### src/rtl/pwm_pkg.sv
package pwm_pkg;
  localparam int PS_MAX_SHIFT = 11;
  localparam int PRE_W        = PS_MAX_SHIFT;

  localparam logic [4:0] OFS_CTRL  = 5'h00;
  localparam logic [4:0] OFS_CYC   = 5'h04;
  localparam logic [4:0] OFS_LOW   = 5'h08;
  localparam logic [4:0] OFS_COUNT = 5'h0C;
  localparam logic [4:0] OFS_STAT  = 5'h10;
  localparam logic [4:0] OFS_MASK  = 5'h14;

  typedef enum logic [1:0] {EV_RISE = 2'd0, EV_FALL = 2'd1, EV_WRAP = 2'd2} ev_idx_e;
  localparam int N_EV = 3;

  // terminal prescaler value for a 2-bit code: shifts 0, 4, 8, 11
  function automatic logic [PRE_W-1:0] pre_limit(input logic [1:0] code);
    int sh;
    sh = (code == 2'd3) ? PS_MAX_SHIFT : 4 * int'(code);
    return PRE_W'((32'd1 << sh) - 32'd1);
  endfunction
endpackage

### src/rtl/pwm_prescaler.sv
module pwm_prescaler
  import pwm_pkg::*;
(
  input  logic       clk,
  input  logic       rst,
  input  logic       run,
  input  logic [1:0] code,
  output logic       tick
);
  logic [PRE_W-1:0] pre_q;
  logic [PRE_W-1:0] lim;

  assign lim  = pre_limit(code);
  assign tick = run && (pre_q == lim);

  always_ff @(posedge clk) begin
    if (rst || !run) pre_q <= '0;
    else if (tick)   pre_q <= '0;
    else             pre_q <= pre_q + 1'b1;
  end

  // the divider never runs past its window
  a_r3_pre_window: assert property (@(posedge clk) disable iff (rst)
    run |-> pre_q <= lim);
  // a stopped channel clears its prescaler
  a_r9_pre_idle: assert property (@(posedge clk) disable iff (rst)
    !run |=> pre_q == '0);
endmodule

### src/rtl/pwm_core.sv
module pwm_core #(
  parameter int CNT_W = 24
) (
  input  logic             clk,
  input  logic             rst,
  input  logic             run,
  input  logic             tick,
  input  logic             inv,
  input  logic [CNT_W-1:0] cyc,
  input  logic [CNT_W-1:0] low_shadow,
  output logic [CNT_W-1:0] cnt,
  output logic             wrap,
  output logic             pwm_out
);
  logic [CNT_W-1:0] low_act;
  logic             in_high;

  assign wrap    = tick && (cnt == cyc);
  assign in_high = (cnt >= low_act);

  always_ff @(posedge clk) begin
    if (rst) begin
      cnt     <= '0;
      low_act <= '0;
      pwm_out <= 1'b0;
    end else if (!run) begin
      cnt     <= '0;
      low_act <= low_shadow;
      pwm_out <= inv;
    end else begin
      if (wrap) begin
        cnt     <= '0;
        low_act <= low_shadow;
      end else if (tick) begin
        cnt     <= cnt + 1'b1;
      end
      pwm_out <= in_high ^ inv;
    end
  end

  // the count stays within the period
  a_r2_cnt_bound: assert property (@(posedge clk) disable iff (rst)
    run |-> cnt <= cyc);
  // the active low width only moves at a period boundary
  a_r6_low_hold: assert property (@(posedge clk) disable iff (rst)
    (run && !wrap) |=> $stable(low_act));
  // stopped channel sits at zero with the polarity level
  a_r9_idle_out: assert property (@(posedge clk) disable iff (rst)
    !run |=> (cnt == '0) && (pwm_out == $past(inv)));
endmodule

### src/rtl/pwm_irq.sv
module pwm_irq
  import pwm_pkg::*;
(
  input  logic            clk,
  input  logic            rst,
  input  logic            pwm_out,
  input  logic            wrap,
  input  logic [N_EV-1:0] w1c,
  input  logic [N_EV-1:0] mask,
  output logic [N_EV-1:0] status,
  output logic            irq
);
  logic            prev_q;
  logic [N_EV-1:0] ev;

  always_comb begin
    ev          = '0;
    ev[EV_RISE] = pwm_out && !prev_q;
    ev[EV_FALL] = !pwm_out && prev_q;
    ev[EV_WRAP] = wrap;
  end

  always_ff @(posedge clk) begin
    if (rst) begin
      prev_q <= 1'b0;
      status <= '0;
      irq    <= 1'b0;
    end else begin
      prev_q <= pwm_out;
      status <= (status & ~w1c) | ev;
      irq    <= |(status & mask);
    end
  end

  generate
    for (genvar i = 0; i < N_EV; i++) begin : g_sticky
      // a flag holds until written with 1
      a_r10_sticky: assert property (@(posedge clk) disable iff (rst)
        (status[i] && !w1c[i]) |=> status[i]);
    end
  endgenerate

  // an output rising edge is recorded
  a_r10_rise_seen: assert property (@(posedge clk) disable iff (rst)
    (pwm_out && !prev_q) |=> status[EV_RISE]);
  // nothing enabled means no request
  a_r11_quiet: assert property (@(posedge clk) disable iff (rst)
    ((status & mask) == '0) |=> !irq);
endmodule

### src/rtl/lowfirst_pwm.sv
module lowfirst_pwm
  import pwm_pkg::*;
#(
  parameter int CNT_W  = 24,
  parameter int ADDR_W = 5,
  parameter int DATA_W = 32
) (
  input  logic              clk,
  input  logic              rst,
  input  logic              wr_en,
  input  logic              rd_en,
  input  logic [ADDR_W-1:0] addr,
  input  logic [DATA_W-1:0] wdata,
  output logic [DATA_W-1:0] rdata,
  output logic              pwm_out,
  output logic              irq
);
  localparam int EN_BIT   = 1;
  localparam int MODE_BIT = 2;
  localparam int INV_BIT  = 3;
  localparam int PS_LSB   = 16;

  logic             en_q, mode_q, inv_q;
  logic [1:0]       ps_q;
  logic [CNT_W-1:0] cyc_q, low_sh_q, cnt;
  logic [N_EV-1:0]  mask_q, status, w1c;
  logic             tick, wrap;
  logic [4:0]       ofs;
  logic [DATA_W-1:0] rd_mux;

  assign ofs = 5'(addr);
  assign w1c = (wr_en && ofs == OFS_STAT) ? wdata[N_EV-1:0] : '0;

  always_ff @(posedge clk) begin
    if (rst) begin
      en_q <= 1'b0; mode_q <= 1'b0; inv_q <= 1'b0; ps_q <= '0;
      cyc_q <= '0; low_sh_q <= '0; mask_q <= '0;
    end else if (wr_en) begin
      case (ofs)
        OFS_CTRL: begin
          en_q   <= wdata[EN_BIT];
          mode_q <= wdata[MODE_BIT];
          if (!en_q) begin
            inv_q <= wdata[INV_BIT];
            ps_q  <= wdata[PS_LSB+1:PS_LSB];
          end
        end
        OFS_CYC:  if (!en_q) cyc_q <= wdata[CNT_W-1:0];
        OFS_LOW:  low_sh_q <= wdata[CNT_W-1:0];
        OFS_MASK: mask_q   <= wdata[N_EV-1:0];
        default: ;
      endcase
    end
  end

  always_comb begin
    rd_mux = '0;
    case (ofs)
      OFS_CTRL: begin
        rd_mux[EN_BIT]            = en_q;
        rd_mux[MODE_BIT]          = mode_q;
        rd_mux[INV_BIT]           = inv_q;
        rd_mux[PS_LSB+1:PS_LSB]   = ps_q;
      end
      OFS_CYC:   rd_mux[CNT_W-1:0] = cyc_q;
      OFS_LOW:   rd_mux[CNT_W-1:0] = low_sh_q;
      OFS_COUNT: rd_mux[CNT_W-1:0] = cnt;
      OFS_STAT:  rd_mux[N_EV-1:0]  = status;
      OFS_MASK:  rd_mux[N_EV-1:0]  = mask_q;
      default: ;
    endcase
  end

  always_ff @(posedge clk) begin
    if (rst)        rdata <= '0;
    else if (rd_en) rdata <= rd_mux;
  end

  pwm_prescaler u_pre (
    .clk(clk), .rst(rst), .run(en_q), .code(ps_q), .tick(tick)
  );

  pwm_core #(.CNT_W(CNT_W)) u_core (
    .clk(clk), .rst(rst), .run(en_q), .tick(tick), .inv(inv_q),
    .cyc(cyc_q), .low_shadow(low_sh_q), .cnt(cnt), .wrap(wrap),
    .pwm_out(pwm_out)
  );

  pwm_irq u_irq (
    .clk(clk), .rst(rst), .pwm_out(pwm_out), .wrap(wrap), .w1c(w1c),
    .mask(mask_q), .status(status), .irq(irq)
  );

  // period, polarity and prescale are frozen while running
  a_r8_cyc_locked: assert property (@(posedge clk) disable iff (rst)
    en_q |=> $stable(cyc_q));
  a_r8_cfg_locked: assert property (@(posedge clk) disable iff (rst)
    en_q |=> $stable(inv_q) && $stable(ps_q));
endmodule

### config.mk
export PLATFORM = sky130hd
export DESIGN_NAME = lowfirst_pwm
export DESIGN_NICKNAME = d
export VERILOG_FILES = /design/src/rtl/pwm_pkg.sv /design/src/rtl/pwm_prescaler.sv /design/src/rtl/pwm_core.sv /design/src/rtl/pwm_irq.sv /design/src/rtl/lowfirst_pwm.sv
export SDC_FILE = /design/constraint.sdc
export NUM_CORES = 1
export LEC_CHECK = 0
export ABC_AREA = 0
export BUFFER_PORTS_ARGS = -buffer_cell sky130_fd_sc_hd__buf_2
export CAP_MARGIN = 40
export CORE_ASPECT_RATIO = 1.5
export CORE_MARGIN = 3
export CORE_UTILIZATION = 54
export CTS_BUF_LIST = sky130_fd_sc_hd__clkbuf_16
export CTS_CLUSTER_SIZE = 40
export DETAILED_ROUTE_END_ITERATION = 12
export PLACE_DENSITY_LB_ADDON = 0.15
export RECOVER_POWER = 25
export SETUP_SLACK_MARGIN = 0.5
export SYNTH_ARGS = -nofsm -noshare
export SYNTH_HDL_FRONTEND = slang
export SYNTH_SLANG_ARGS = --single-unit
### constraint.sdc
create_clock -name clk -period 6.5 [get_ports clk]
set_clock_uncertainty 0.15 [all_clocks]
set_input_delay 0.65 -clock clk [delete_from_list [all_inputs] [get_ports clk]]
set_output_delay 0.65 -clock clk [all_outputs]
set_load 0.01 [all_outputs]
Word level (Yosys, flattened, before mapping) --
Index checks and enable logic that the tools add are counted.
Word-level totals: register bits after elaboration 145, output and inout bits 34
Cells by class: add/subtract/negate cells 3, order comparisons 1, equal/unequal tests 9, shift operators 1, muxes and demuxes 11, bitwise operators 6, reduce and logical (&&, ||, !) cells 18
Operators with widths (count):
- 24-bit 2-to-1 mux | 2
- 12-bit one-hot mux with 3 select lines | 1
- 1-bit by 32-bit left shift with 11-bit output (first input constant) | 1
- 24-bit by 1-bit adder with 24-bit output (second input constant) | 1
- 24-bit equality test | 1
- 24-bit greater-or-equal comparator | 1
- 6-bit one-hot mux with 3 select lines | 1
- 2-bit one-hot mux with 6 select lines | 1
- 11-bit by 1-bit adder with 11-bit output (second input constant) | 1
- 11-bit equality test | 1
- 11-bit by 1-bit subtractor with 11-bit output (second input constant) | 1
- 5-bit by 4-bit equality test with 1-bit output (second input constant) | 2
- 5-bit equality test (second input constant) | 2
- 2-bit one-hot mux with 4 select lines | 1
- 3-bit AND | 2
- 2-bit AND reduction | 3
- 3-bit AND reduction | 2
- 3-bit OR reduction | 2
- 5-bit by 3-bit equality test with 1-bit output (second input constant) | 1
- 1-bit logical AND | 5
- 5-bit zero test | 1
- 1-bit one-hot mux with 5 select lines | 1
- 4-bit 2-to-1 mux | 1
- 1-bit one-hot mux with 4 select lines | 1
- 11 further kinds | 13

Logic depth before layout (Yosys ltp) --
depth in word-level cells 9, mapped depth 8

Cells and area by module --
Synthesis repeated with hierarchy kept, for this count alone.
Second synthesis, totals: cell total of the unflattened synthesis 863, area total of the unflattened synthesis 7603.5 µm²
By module, submodules not included:
- lowfirst_pwm | times used 1, cells each 430, area each 3793.6 µm², sequential area each 1601.5 µm²
- pwm_core | times used 1, cells each 357, area each 3101.7 µm², sequential area each 980.9 µm²
- pwm_prescaler | times used 1, cells each 59, area each 538.0 µm², sequential area each 220.2 µm²
- pwm_irq | times used 1, cells each 17, area each 170.2 µm², sequential area each 100.1 µm²

Worst setup path after synthesis --
Ideal clock, no wire load.
path type register to register, start reg ps_q[1], end reg u_core.cnt[20], library setup time 66 ps, data arrival time 2257 ps, slack 4027 ps, cell stages (with the launch flop) 8, path through dfxtp_1 -> or4_1 -> o22a_1 -> buf_6 -> or4b_4 -> buf_6 -> or3_1 -> a21oi_2
On the way: word-level cells in the longest chain between the ends 8
Ends and longest elaborated chain:
- start: declaration | line lowfirst_pwm.sv:24 | logic [1:0] ps_q;
- start signal: assignment | line lowfirst_pwm.sv:45 | ps_q <= wdata[PS_LSB+1:PS_LSB];
- 2-bit equality test | line pwm_pkg.sv:18 | sh = (code == 2'd3) ? PS_MAX_SHIFT : 4 * int'(code);
- 4-bit 2-to-1 mux * | line pwm_pkg.sv:18
- 1-bit by 32-bit left shift with 11-bit output * | line pwm_pkg.sv:19 | return PRE_W'((32'd1 << sh) - 32'd1);
- 11-bit by 1-bit subtractor with 11-bit output * | line pwm_pkg.sv:19
- 11-bit equality test * | line pwm_prescaler.sv:14 | assign tick = run && (pre_q == lim);
- 1-bit logical AND * | line pwm_prescaler.sv:14
- 1-bit logical AND | line pwm_core.sv:18 | assign wrap = tick && (cnt == cyc);
- 3-bit OR reduction (no line)
- end signal: assignment | line pwm_core.sv:35 | cnt <= cnt + 1'b1;
- end: declaration | line pwm_core.sv:11 | output logic [CNT_W-1:0] cnt,
Mark *: on every way between the ends. The rest lies on a longest branch, timed or not. A chain may end at the register's enable or synchronous reset.

==> summary.txt <==
Detailed routing
  • Final WL: 21.5 mm
  • WL per Instance: 17.3 um
  • First-pass DRT Iterations: 5
  • Via Count: 7243
  • DR iter-0 viols: 388
  • Drt drc: 0
  • Post-DR vias/cell: 5.82
  • Post-route ant nets: 0

Clocking
  • Root buf cell: clkbuf_16
  • CTS H-Tree Depth: 4
  • CTS tree: done
  • Cts hold-fix bufs: 0
  • # resized after CTS: 0
  • Clk_lat worst skew: 0.42 ns
  • Clock Pin Slew Worst Setup and Hold Paths: 0.07 ns
  • Post-CTS Setup Inserts: 0
  • Clock Path Buffers: 2
  • Total CTS buffers: 17
  • CTS Sinks: 145

GRT
  • Number of global-route vias before repair: 6865
  • Total GRT Usage: 0.271
  • GRT overflow: 0
  • First-pass GRT wire length: 35.6 mm
  • Largest net degree at the start of global routing: 87
  • Initial antenna violation count: 0

Worst setup path
  • CP Launch Type: input port
  • Crit path DAT: 4.43 ns
  • Crit path max-delay family: buffers and inverters
  • Worst setup path class: input port to flop
  • WP buf/inv: 2
  • CP max FO: 86
  • Crit-path slowest cell: clkbuf_1
  • Crit-path max cell delay: 2.25 ns
  • Crit path cell chain: clkbuf_1 > buf_4 > nor2_1 > a21oi_1 > nand3_1
  • Endpoint class of the critical path: flop
  • R2r worst-path depth: 8
  • WP depth: 5
  • Req. time, crit path: 6.64 ns

Power
  • Switch share: 0.260
  • Internal power: 1470 uW
  • Leak: 0.00331 uW
  • VDD IR max: 0.000165 V
  • Combinational share of power: 0.049
  • Pwr Total: 1980 uW
  • PwrDens: 223 nW/um2
  • Net Sw Power: 515 uW
  • Sequential share of power: 0.452
  • Clock share of power: 0.498

STA
  • RSZ-0062 raised after global routing: no
  • Hold slack: 0.322 ns
  • Slew margin rel.: -1.16
  • Final min period: 4.28 ns
  • Final setup TNS: 0 ns
  • Final Hold Viols: 0
  • Period utilisation layout: 0.659
  • Final WS setup: 2.22 ns
  • Final setup viols: 0
  • Slew @ Worst Pin: 3.23 ns
  • Final Max Slew Viols: 76
  • FMAX: 233 MHz

Floorplan
  • Rows: 53
  • Vert. Die Dim: 155 um
  • Starting density of the core: 0.559
  • DIE AREA: 16300 um2
  • Total core area: 14300 um2
  • Ports: 75
  • Chip width: 105 um

Min path
  • Worst hold path depth: 3
  • Hold crit path type: input port to flop

Yosys
  • Seq/Total Area, Yosys: 0.364
  • Synth unique cells: 50
  • Mapped Avg Cell Area: 7.78 um2
  • Synth async-reset ratio: 0
  • YS warnings: 0
  • Synth Register Bits: 145
  • Synth Instances: 1024
  • Mapped cell area: 7970 um2
  • Most used DFF post-synth: dfxtp_1
  • Post-synth EDFFs: 0

Place
  • DP Area: 8320 um2
  • RePlAce Congestion: 0.836
  • Port Buffers: 58
  • Post-DP HPWL: 14.5 mm
  • Post-Place Setup Slack: 3.23 ns

Cells and area
  • Post-layout nets: 1106
  • Layout cell share with drive strength beyond 1: 0.111
  • Diodes inserted: 0
  • Finished Cell Area: 8880 um2
  • P&R area growth vs syn: 11.5%
  • Layout fillers: 1312

Run status
  • Failing checks: capacitance limit, slew limit
  • Outcome: finished with violations

Run
  • MaxCap Viol Count: 1
-- worst register-to-register path, cell delays in order, from the launching register on --
cell and delay, ns:
dfxtp_2 0.66, buf_4 0.50, nor4b_1 0.30, mux2i_1 0.14, buf_4 0.20, or3_1 0.38, buf_4 0.28, or4_1 0.53
a21oi_1 0.14
-- cell families after synthesis --
logic type,synth area share
and+or+nand+nor,0.286
AOI/OAI and AO/OA,0.152
DFF,0.364
buffers and inverters,0.0622
xor gates and xnor gates,0.0451
muxes,0.0501
adders and majority gates,0.0408
other,0.000471
-- sequential cells by signal, summed over array words and instances, names as in the netlist, 2 cells and up --
register	flops
ps_q	2
u_core.cnt	24
low_sh_q	24
mask_q	3
u_irq.status	3
cyc_q	24
rdata	24
u_pre.pre_q	11
u_core.low_act	24
-- cells in the final DEF, fill, tap and decap left out, drive strengths merged, types with 4 or more instances in the layout --
| cell type | netlist | final |
|---|---|---|
| nor4 | 16 | 16 |
| inv | 31 | 38 |
| and3 | 6 | 6 |
| o21ai | 42 | 42 |
| nand2b | 5 | 5 |
| clkinv | 0 | 5 |
| clkbuf | 68 | 44 |
| nor2b | 48 | 48 |
| xnor2 | 12 | 12 |
| and4 | 6 | 6 |
| ha | 26 | 26 |
| or3 | 12 | 12 |
| mux2 | 20 | 20 |
| buf | 18 | 48 |
| nand4 | 36 | 36 |
| nor3b | 26 | 26 |
| o31ai | 4 | 4 |
| xor2 | 29 | 29 |
| a22o | 20 | 20 |
| nand3 | 43 | 43 |
| nor2 | 85 | 85 |
| conb | 1 | 8 |
| or4 | 6 | 6 |
| nand2 | 155 | 155 |
| a21oi | 124 | 124 |
| mux2i | 8 | 8 |
| mux4 | 4 | 4 |
| dfxtp | 145 | 145 |
-- power by group through the flow --
stage                     combinational [uW]  clock (uW)  sequential (uW)
final                                   97.9         987              896
after global routing                     105        1040              897
after CTS                               97.1        1000              896
after detailed placement                96.7           0              917
after global placement                  93.4           0              916
after floorplan                         62.4           0              916
-- cell type report --
type,instances,area [um2],area share
Clock buffer,17,425,0.0479
Clock inverter,15,173,0.0194
Timing Repair Buffer,75,419,0.0472
Sequential cell,145,2900,0.327
Multi-Input combinational cell,769,4610,0.519
Tap cell,192,240,0.0270
Inverter,31,116,0.0131
-- metal layers --
metal	GRT usage	routed length, um	part of all wire	up-vias
li1	-	-	-	3575
met1	0.355	9240	0.43	3410
met2	0.455	10600	0.49	224
met3	0.0422	1230	0.057	34
met4	0.0913	498	0.023	0
met5	0	0	0	-
-- final timing paths --
path	startpoint	endpoint	slack (ns)
setup / recovery	rst	u_core.low_act[17]$_SDFFE_PP0P_	2.22
hold / removal	wdata[13]	low_sh_q[13]$_SDFFE_PP0P_	0.32
setup reg to reg	en_q$_SDFFE_PP0P_	u_core.cnt[9]$_SDFFE_PP0P_	3.15
hold reg to reg	mask_q[1]$_SDFFE_PP0P_	mask_q[1]$_SDFFE_PP0P_	0.33
-- through the flow --
step	util	std cells
2_1_floorplan	-	1031
3_3_place_gp	0.579	1207
3_5_place_dp	0.584	1212
4_1_cts	0.626	1244
5_1_grt	0.623	1244
6_report	0.623	1244
-- cells in the mapped netlist (all sizes together) (3+ instances only) --
library cell,count,area [um2]
a22o,20,175
buf,18,124
nand2,155,582
xnor2,12,105
ha,26,325
dfxtp,145,2900
or3,12,75.1
o21ai,42,210
a21oi,124,647
nor4,16,100
nor2b,48,300
nor3b,26,195
mux2i,8,80.1
nand4,36,225
a22oi,3,22.5
o31ai,4,43.8
nor3,3,20.0
nand3,43,215
xor2,29,254
a311oi,3,26.3
inv,31,116
and3,6,37.5
clkbuf,68,255
nand2b,5,31.3
mux4,4,93.8
and2,3,18.8
a211oi,3,22.5
and4,6,52.6
or4,6,48.8
nor2,85,319
mux2,20,225
Power figures use the tool's default switching activity.
